==> config.mk <==
export PLATFORM = sky130hd
export DESIGN_NAME = mpu_serial_rx
export DESIGN_NICKNAME = d
export VERILOG_FILES = /design/src/rtl/mprx_pkg.sv /design/src/rtl/mprx_tick_gen.sv /design/src/rtl/mprx_framer.sv /design/src/rtl/mprx_addr_match.sv /design/src/rtl/mpu_serial_rx.sv
export SDC_FILE = /design/constraint.sdc
export NUM_CORES = 1
export LEC_CHECK = 0
export ABC_AREA = 0
export BUFFER_PORTS_ARGS = -buffer_cell sky130_fd_sc_hd__buf_2
export CORE_UTILIZATION = 31
export DETAILED_ROUTE_END_ITERATION = 16
export GPL_TIMING_DRIVEN = 0
export HOLD_SLACK_MARGIN = 0.12
export PLACE_DENSITY = 0.55
export RECOVER_POWER = 25
export SLEW_MARGIN = 20
export SYNTH_ARGS = -nofsm -noshare
export SYNTH_HDL_FRONTEND = slang
export SYNTH_SLANG_ARGS = --single-unit
export TNS_END_PERCENT = 50
==> constraint.sdc <==
create_clock -name clk -period 3.2 [get_ports clk]
set_input_delay 0.48 -clock clk [delete_from_list [all_inputs] [get_ports clk]]
set_output_delay 0.48 -clock clk [all_outputs]
set_load 0.05 [all_outputs]
==> src/rtl/mprx_pkg.sv <==
package mprx_pkg;

  typedef enum logic [1:0] {
    MODE_SHIFT  = 2'b00,
    MODE_ASYNC8 = 2'b01,
    MODE_FIX9   = 2'b10,
    MODE_VAR9   = 2'b11
  } rx_mode_e;

  typedef enum logic [2:0] {
    ST_IDLE,
    ST_START,
    ST_DATA,
    ST_STOP,
    ST_TAIL,
    ST_SHIFT
  } rx_state_e;

endpackage

==> src/rtl/mprx_tick_gen.sv <==
module mprx_tick_gen
  import mprx_pkg::*;
#(
  parameter int OVERSAMPLE    = 16,
  parameter int FIXED_BIT_DIV = 32,
  parameter int SHIFT_DIV     = 16
) (
  input  logic     clk,
  input  logic     rst_n,
  input  rx_mode_e mode,
  input  logic     var_tick,
  input  logic     shift_run,
  output logic     os_tick,
  output logic     sh_sample,
  output logic     sh_end,
  output logic     shift_clk
);

  localparam int FIX_DIV    = FIXED_BIT_DIV / OVERSAMPLE;
  localparam int SW         = $clog2(SHIFT_DIV);
  localparam int SHIFT_HALF = SHIFT_DIV / 2;

  logic fix_tick;

  // fixed-rate oversample divider; collapses to a constant enable at ratio 1
  generate
    if (FIX_DIV > 1) begin : g_div
      localparam int FW = $clog2(FIX_DIV);
      logic [FW-1:0] fix_cnt;
      always_ff @(posedge clk) begin
        if (!rst_n)                          fix_cnt <= '0;
        else if (fix_cnt == FW'(FIX_DIV-1))  fix_cnt <= '0;
        else                                 fix_cnt <= fix_cnt + 1'b1;
      end
      assign fix_tick = (fix_cnt == FW'(FIX_DIV-1));
    end else begin : g_nodiv
      assign fix_tick = 1'b1;
    end
  endgenerate

  always_comb begin
    case (mode)
      MODE_FIX9:              os_tick = fix_tick;
      MODE_ASYNC8, MODE_VAR9: os_tick = var_tick;
      default:                os_tick = 1'b0;
    endcase
  end

  // shift-mode phase: low half then high half of each bit
  logic [SW-1:0] phase;
  always_ff @(posedge clk) begin
    if (!rst_n || !shift_run)               phase <= '0;
    else if (phase == SW'(SHIFT_DIV-1))     phase <= '0;
    else                                    phase <= phase + 1'b1;
  end

  assign sh_sample = shift_run && (phase == SW'(SHIFT_HALF-1));
  assign sh_end    = shift_run && (phase == SW'(SHIFT_DIV-1));
  assign shift_clk = !shift_run || (phase >= SW'(SHIFT_HALF));

endmodule

==> src/rtl/mprx_framer.sv <==
module mprx_framer
  import mprx_pkg::*;
#(
  parameter int DATA_W     = 8,
  parameter int OVERSAMPLE = 16
) (
  input  logic              clk,
  input  logic              rst_n,
  input  logic              rx_en,
  input  rx_mode_e          mode,
  input  logic              rxd_s,
  input  logic              os_tick,
  input  logic              sh_sample,
  input  logic              sh_end,
  input  logic              hold,
  output logic              shift_run,
  output logic              done,
  output logic [DATA_W-1:0] frame_byte,
  output logic              frame_ninth
);

  localparam int CW   = $clog2(OVERSAMPLE);
  localparam int MID  = OVERSAMPLE / 2;
  localparam int TAIL = MID - 1;
  localparam int BW   = $clog2(DATA_W + 1);

  rx_state_e         st;
  logic [CW-1:0]     cnt;
  logic [BW-1:0]     bit_idx;
  logic [DATA_W-1:0] shreg;
  logic              ninth_r;
  logic              stop_r;
  logic              nine;
  logic [BW-1:0]     last_idx;

  assign nine     = (mode == MODE_FIX9) || (mode == MODE_VAR9);
  assign last_idx = nine ? BW'(DATA_W) : BW'(DATA_W-1);

  always_ff @(posedge clk) begin
    if (!rst_n) begin
      st      <= ST_IDLE;
      cnt     <= '0;
      bit_idx <= '0;
      shreg   <= '0;
      ninth_r <= 1'b0;
      stop_r  <= 1'b0;
      done    <= 1'b0;
    end else begin
      done <= 1'b0;
      if (!rx_en) begin
        st <= ST_IDLE;
      end else begin
        case (st)
          ST_IDLE: begin
            cnt     <= '0;
            bit_idx <= '0;
            if (mode == MODE_SHIFT) begin
              if (!hold) st <= ST_SHIFT;
            end else if (!rxd_s) begin
              st <= ST_START;
            end
          end
          ST_START: if (os_tick) begin
            if (cnt == CW'(MID-1)) begin
              cnt <= '0;
              st  <= rxd_s ? ST_IDLE : ST_DATA;
            end else begin
              cnt <= cnt + 1'b1;
            end
          end
          ST_DATA: if (os_tick) begin
            if (cnt == CW'(OVERSAMPLE-1)) begin
              cnt <= '0;
              if (bit_idx < BW'(DATA_W)) shreg   <= {rxd_s, shreg[DATA_W-1:1]};
              else                       ninth_r <= rxd_s;
              if (bit_idx == last_idx) st <= ST_STOP;
              else                     bit_idx <= bit_idx + 1'b1;
            end else begin
              cnt <= cnt + 1'b1;
            end
          end
          ST_STOP: if (os_tick) begin
            if (cnt == CW'(OVERSAMPLE-1)) begin
              cnt    <= '0;
              stop_r <= rxd_s;
              st     <= ST_TAIL;
            end else begin
              cnt <= cnt + 1'b1;
            end
          end
          ST_TAIL: if (os_tick) begin
            if (cnt == CW'(TAIL-1)) begin
              done <= 1'b1;
              st   <= ST_IDLE;
            end else begin
              cnt <= cnt + 1'b1;
            end
          end
          ST_SHIFT: begin
            if (sh_sample) shreg <= {rxd_s, shreg[DATA_W-1:1]};
            if (sh_end) begin
              if (bit_idx == BW'(DATA_W-1)) begin
                done <= 1'b1;
                st   <= ST_IDLE;
              end else begin
                bit_idx <= bit_idx + 1'b1;
              end
            end
          end
          default: st <= ST_IDLE;
        endcase
      end
    end
  end

  assign shift_run   = (st == ST_SHIFT);
  assign frame_byte  = shreg;
  assign frame_ninth = nine ? ninth_r : stop_r;

endmodule

==> src/rtl/mprx_addr_match.sv <==
module mprx_addr_match #(
  parameter int DATA_W = 8
) (
  input  logic [DATA_W-1:0] rx_byte,
  input  logic [DATA_W-1:0] addr,
  input  logic [DATA_W-1:0] mask,
  output logic              given_hit,
  output logic              bcast_hit
);

  logic [DATA_W-1:0] bcast_pat;

  assign bcast_pat = addr | mask;
  assign given_hit = ~|((rx_byte ^ addr) & mask);
  assign bcast_hit = &(rx_byte | ~bcast_pat);

endmodule

==> src/rtl/mpu_serial_rx.sv <==
module mpu_serial_rx
  import mprx_pkg::*;
#(
  parameter int DATA_W        = 8,
  parameter int OVERSAMPLE    = 16,
  parameter int FIXED_BIT_DIV = 32,
  parameter int SHIFT_DIV     = 16
) (
  input  logic              clk,
  input  logic              rst_n,
  input  logic              rxd,
  input  logic              var_tick,
  input  logic [1:0]        mode,
  input  logic              rx_en,
  input  logic              mp_en,
  input  logic [DATA_W-1:0] station_addr,
  input  logic [DATA_W-1:0] station_mask,
  input  logic              rx_ready,
  output logic              rx_valid,
  output logic [DATA_W-1:0] rx_data,
  output logic              rx_bit9,
  output logic              shift_clk
);

  rx_mode_e          mode_e;
  logic              rxd_m, rxd_s;
  logic              os_tick, sh_sample, sh_end, shift_run;
  logic              frame_done, frame_ninth;
  logic [DATA_W-1:0] frame_byte;
  logic              given_hit, bcast_hit;
  logic              accept;

  assign mode_e = rx_mode_e'(mode);

  always_ff @(posedge clk) begin
    if (!rst_n) begin
      rxd_m <= 1'b1;
      rxd_s <= 1'b1;
    end else begin
      rxd_m <= rxd;
      rxd_s <= rxd_m;
    end
  end

  mprx_tick_gen #(
    .OVERSAMPLE   (OVERSAMPLE),
    .FIXED_BIT_DIV(FIXED_BIT_DIV),
    .SHIFT_DIV    (SHIFT_DIV)
  ) i_tick (
    .clk      (clk),
    .rst_n    (rst_n),
    .mode     (mode_e),
    .var_tick (var_tick),
    .shift_run(shift_run),
    .os_tick  (os_tick),
    .sh_sample(sh_sample),
    .sh_end   (sh_end),
    .shift_clk(shift_clk)
  );

  mprx_framer #(
    .DATA_W    (DATA_W),
    .OVERSAMPLE(OVERSAMPLE)
  ) i_framer (
    .clk        (clk),
    .rst_n      (rst_n),
    .rx_en      (rx_en),
    .mode       (mode_e),
    .rxd_s      (rxd_s),
    .os_tick    (os_tick),
    .sh_sample  (sh_sample),
    .sh_end     (sh_end),
    .hold       (rx_valid),
    .shift_run  (shift_run),
    .done       (frame_done),
    .frame_byte (frame_byte),
    .frame_ninth(frame_ninth)
  );

  mprx_addr_match #(.DATA_W(DATA_W)) i_match (
    .rx_byte  (frame_byte),
    .addr     (station_addr),
    .mask     (station_mask),
    .given_hit(given_hit),
    .bcast_hit(bcast_hit)
  );

  always_comb begin
    case (mode_e)
      MODE_SHIFT:  accept = 1'b1;
      MODE_ASYNC8: accept = !mp_en || frame_ninth;
      default:     accept = !mp_en || (frame_ninth && (given_hit || bcast_hit));
    endcase
  end

  always_ff @(posedge clk) begin
    if (!rst_n) begin
      rx_valid <= 1'b0;
      rx_data  <= '0;
      rx_bit9  <= 1'b0;
    end else if (frame_done && accept && rx_en && !rx_valid) begin
      rx_valid <= 1'b1;
      rx_data  <= frame_byte;
      if (mode_e != MODE_SHIFT) rx_bit9 <= frame_ninth;
    end else if (rx_valid && rx_ready) begin
      rx_valid <= 1'b0;
    end
  end

endmodule

==> run metrics <==
multiplexer area fraction after synthesis=0.0851; Adder-Cell Fraction of Synth Area=0.0280; first drt pass iteration count=5; Worst Min Path Start=rxd; ys async rst share=0; Leak=1.05 nW; post-route cell area=2590 sq um; CP arrival=2.16 ns; RD Place Congestion=0.825; worst vdd rail ir drop=0.000171 V; number of hold buffers added after CTS=0; GR Overflow Total=0; # diodes=0; Die Height=86.9 microns; die width=86.9 microns; final WL=5.16 mm; main combinational cell family by area after synthesis=simple AND/OR/NAND/NOR gates; endpoint class of the critical path=register; syn nets=288; CP Launch Type=register; Post-CTS Setup Bufs=0; Highest Clock Rate=514 MHz; Post-Syn Area=2240 sq um; simple-gate area share of the yosys netlist=0.242; XOR/XNOR Fraction of Synth Area=0.0431; CTS Root Cell=clkbuf_8; Yosys reg bits=39; Area Growth Syn to Fin=16.0%; dominant cell type by area after synthesis=dfxtp_1; global-route wire length before repair=9.02 mm; Port Buffers=32; Final setup viols=0; Max-cap violations=0; pin count of the biggest net entering global routing=12; Die Area=7560 sq um; Internal=0.696 mW; clock buffer count from CTS=5; Final Hold Fails=0; Non-Filler Instances=393; Core Box Area=6870 sq um; Top FF cell, synth=dfxtp_1; Final min period=1.95 ns; Top Ports=36; Iteration-0 DRC Markers=151; Post-synth EDFFs=0; worst r2r src=i_framer.cnt[0]$_SDFFE_PN0P_; crit-path max FO=5; via/cell ratio=5.00; gr usage total=0.154; YS warnings=0; Final nets=327; Initial Util=0.326; measured slew at the worst slew-check pin=0.601 ns; unrepaired setup endpoints after global routing=false; Net Sw Frac=0.251; R2R Setup Slk=1.25 ns; row count=30; RR Endpoint=i_framer.cnt[1]$_SDFFE_PN0P_; Sequential Power Share=0.532; PD cells=358 nW/um^2; main area contributors after synthesis=dfxtp_1, mux2i_1, nor2_1; vias in the first global route=1871; fin. max-slew vios=0; Required @ worst endpoint=3.41 ns; Reg2Reg Depth=6; Avg WL per Cell=13.1 microns; Syn Inst Count=258; initial antenna violation count=0; Final ANT Viol Nets=0; vias post-DR=1966; H-tree depth=2; top-count cell post-synth=dfxtp_1; share of layout cells above drive strength 1=0.175; Worst-path clk slew=0.07 ns; Slew headroom=0.601; Crit Path Class=register to register; P_sw=0.233 mW; worst hold path depth=2; residual DRC count=0; clock skew=0.00702 ns; Hold Path Class=input pin to register; fillers=713; Avg Inst Size Synth=8.67 sq um; worst min-delay path endpoint=rxd_m$_SDFF_PN1_; Final period util=0.608; Seq/Total Area, Yosys=0.349; Detail Placement HPWL=3.89 mm; Clock Power Share=0.368; Synth top area share=0.349; total negative setup slack=0 ns; combinational share of power=0.099; count of cell types in the netlist=56; outcome=finished clean; Area after DPL=2520 sq um; Post-Route Utilization=0.378; compound-cell area share of the yosys netlist=0.206; CTS tree=yes; CTS resizes=0; Pwr Total=0.929 mW; latest clock arrival within the worst-skew pair=0.29 ns; clock sink total=39; CTS max path bufs=2; Placed Cells=386; synth cell count leaders=dfxtp_1, nor2_1, nand2_1, mux2i_1, a21oi_1
worst max path at each step:
stage                                            start                               end  cells past startpoint
after CTS                 i_framer.cnt[0]$_SDFFE_PN0P_       i_framer.st[2]$_SDFFE_PN0P_                      6
after global placement                         mode[0]       i_framer.st[2]$_SDFFE_PN0P_                      6
after global routing      i_framer.cnt[0]$_SDFFE_PN0P_       i_framer.st[2]$_SDFFE_PN0P_                      6
after detailed placement                       mode[0]  i_framer.bit_idx[3]$_SDFFE_PN0P_                      6
final                     i_framer.cnt[0]$_SDFFE_PN0P_      i_framer.cnt[1]$_SDFFE_PN0P_                      6
after floorplan                                mode[1]      i_framer.cnt[3]$_SDFFE_PN0P_                      6
flip-flops by register name (all words and copies together) (netlist names), 3 cells and up:
name                 cells
i_tick.phase             4
i_framer.st              3
rx_data                  8
i_framer.frame_byte      8
i_framer.cnt             4
i_framer.bit_idx         4
cell families (layout without fill, tap and decap cells):
kind of cell	after synthesis	in the layout
compound gates	58	58
xor+xnor	11	11
flops	39	39
fa+ha+maj	5	5
simple gates	105	105
mux	19	19
buf+inv	21	60
placed cells by master (no fill, tap or decap), drive strengths merged, types with 4 or more instances in the layout:
cell type / instances
o21ai: 6
ha: 5
o21a: 5
nand2: 30
clkbuf: 18
inv: 10
nor3: 4
buf: 31
mux2i: 19
o31ai: 4
a22oi: 4
nand3b: 5
xor2: 9
a21oi: 15
nor2: 32
dfxtp: 39
or4: 5
nand3: 6
per-layer routing:
layer,GRT usage,up-vias,part of all wire
met1,0.202,900,0.48
met4,0.0591,0,0.019
met3,0.0370,10,0.047
met2,0.243,56,0.46
li1,-,1000,-
met5,0,-,0
stage by stage:
stage	setup WS, ns	hold WS (ns)
2_1_floorplan	1.40	0.386
3_3_place_gp	1.18	0.400
3_5_place_dp	1.19	0.420
4_1_cts	1.26	0.371
5_1_grt	1.06	0.375
6_report	1.25	0.375
cell type report:
cell class | count | area (sq um) | area share
Buffer | 11 | 66.3 | 0.0256
Clock buffer | 6 | 82.6 | 0.0318
Clock inverter | 1 | 5.00 | 0.00193
Inverter | 10 | 37.5 | 0.0145
Multi-Input combinational cell | 198 | 1350 | 0.521
Sequential cell | 39 | 781 | 0.301
Tap cell | 96 | 120 | 0.0463
Timing Repair Buffer | 32 | 150 | 0.0579
critical path: stages (launching register included):
cell     delay [ns]
dfxtp_1        0.35
ha_1           0.26
and3_1         0.21
o21a_1         0.17
a221o_1        0.31
or4_1          0.41
a21oi_1        0.16
power groups by stage:
stage	Clock (mW)	Sequential, mW	Combinational (mW)
2_1_floorplan	0	0.505	0.0591
3_3_place_gp	0	0.506	0.0923
3_5_place_dp	0	0.506	0.0919
4_1_cts	0.351	0.495	0.0922
5_1_grt	0.376	0.495	0.103
6_report	0.342	0.495	0.0924
Note: power is estimated with default switching activity, not from simulation.
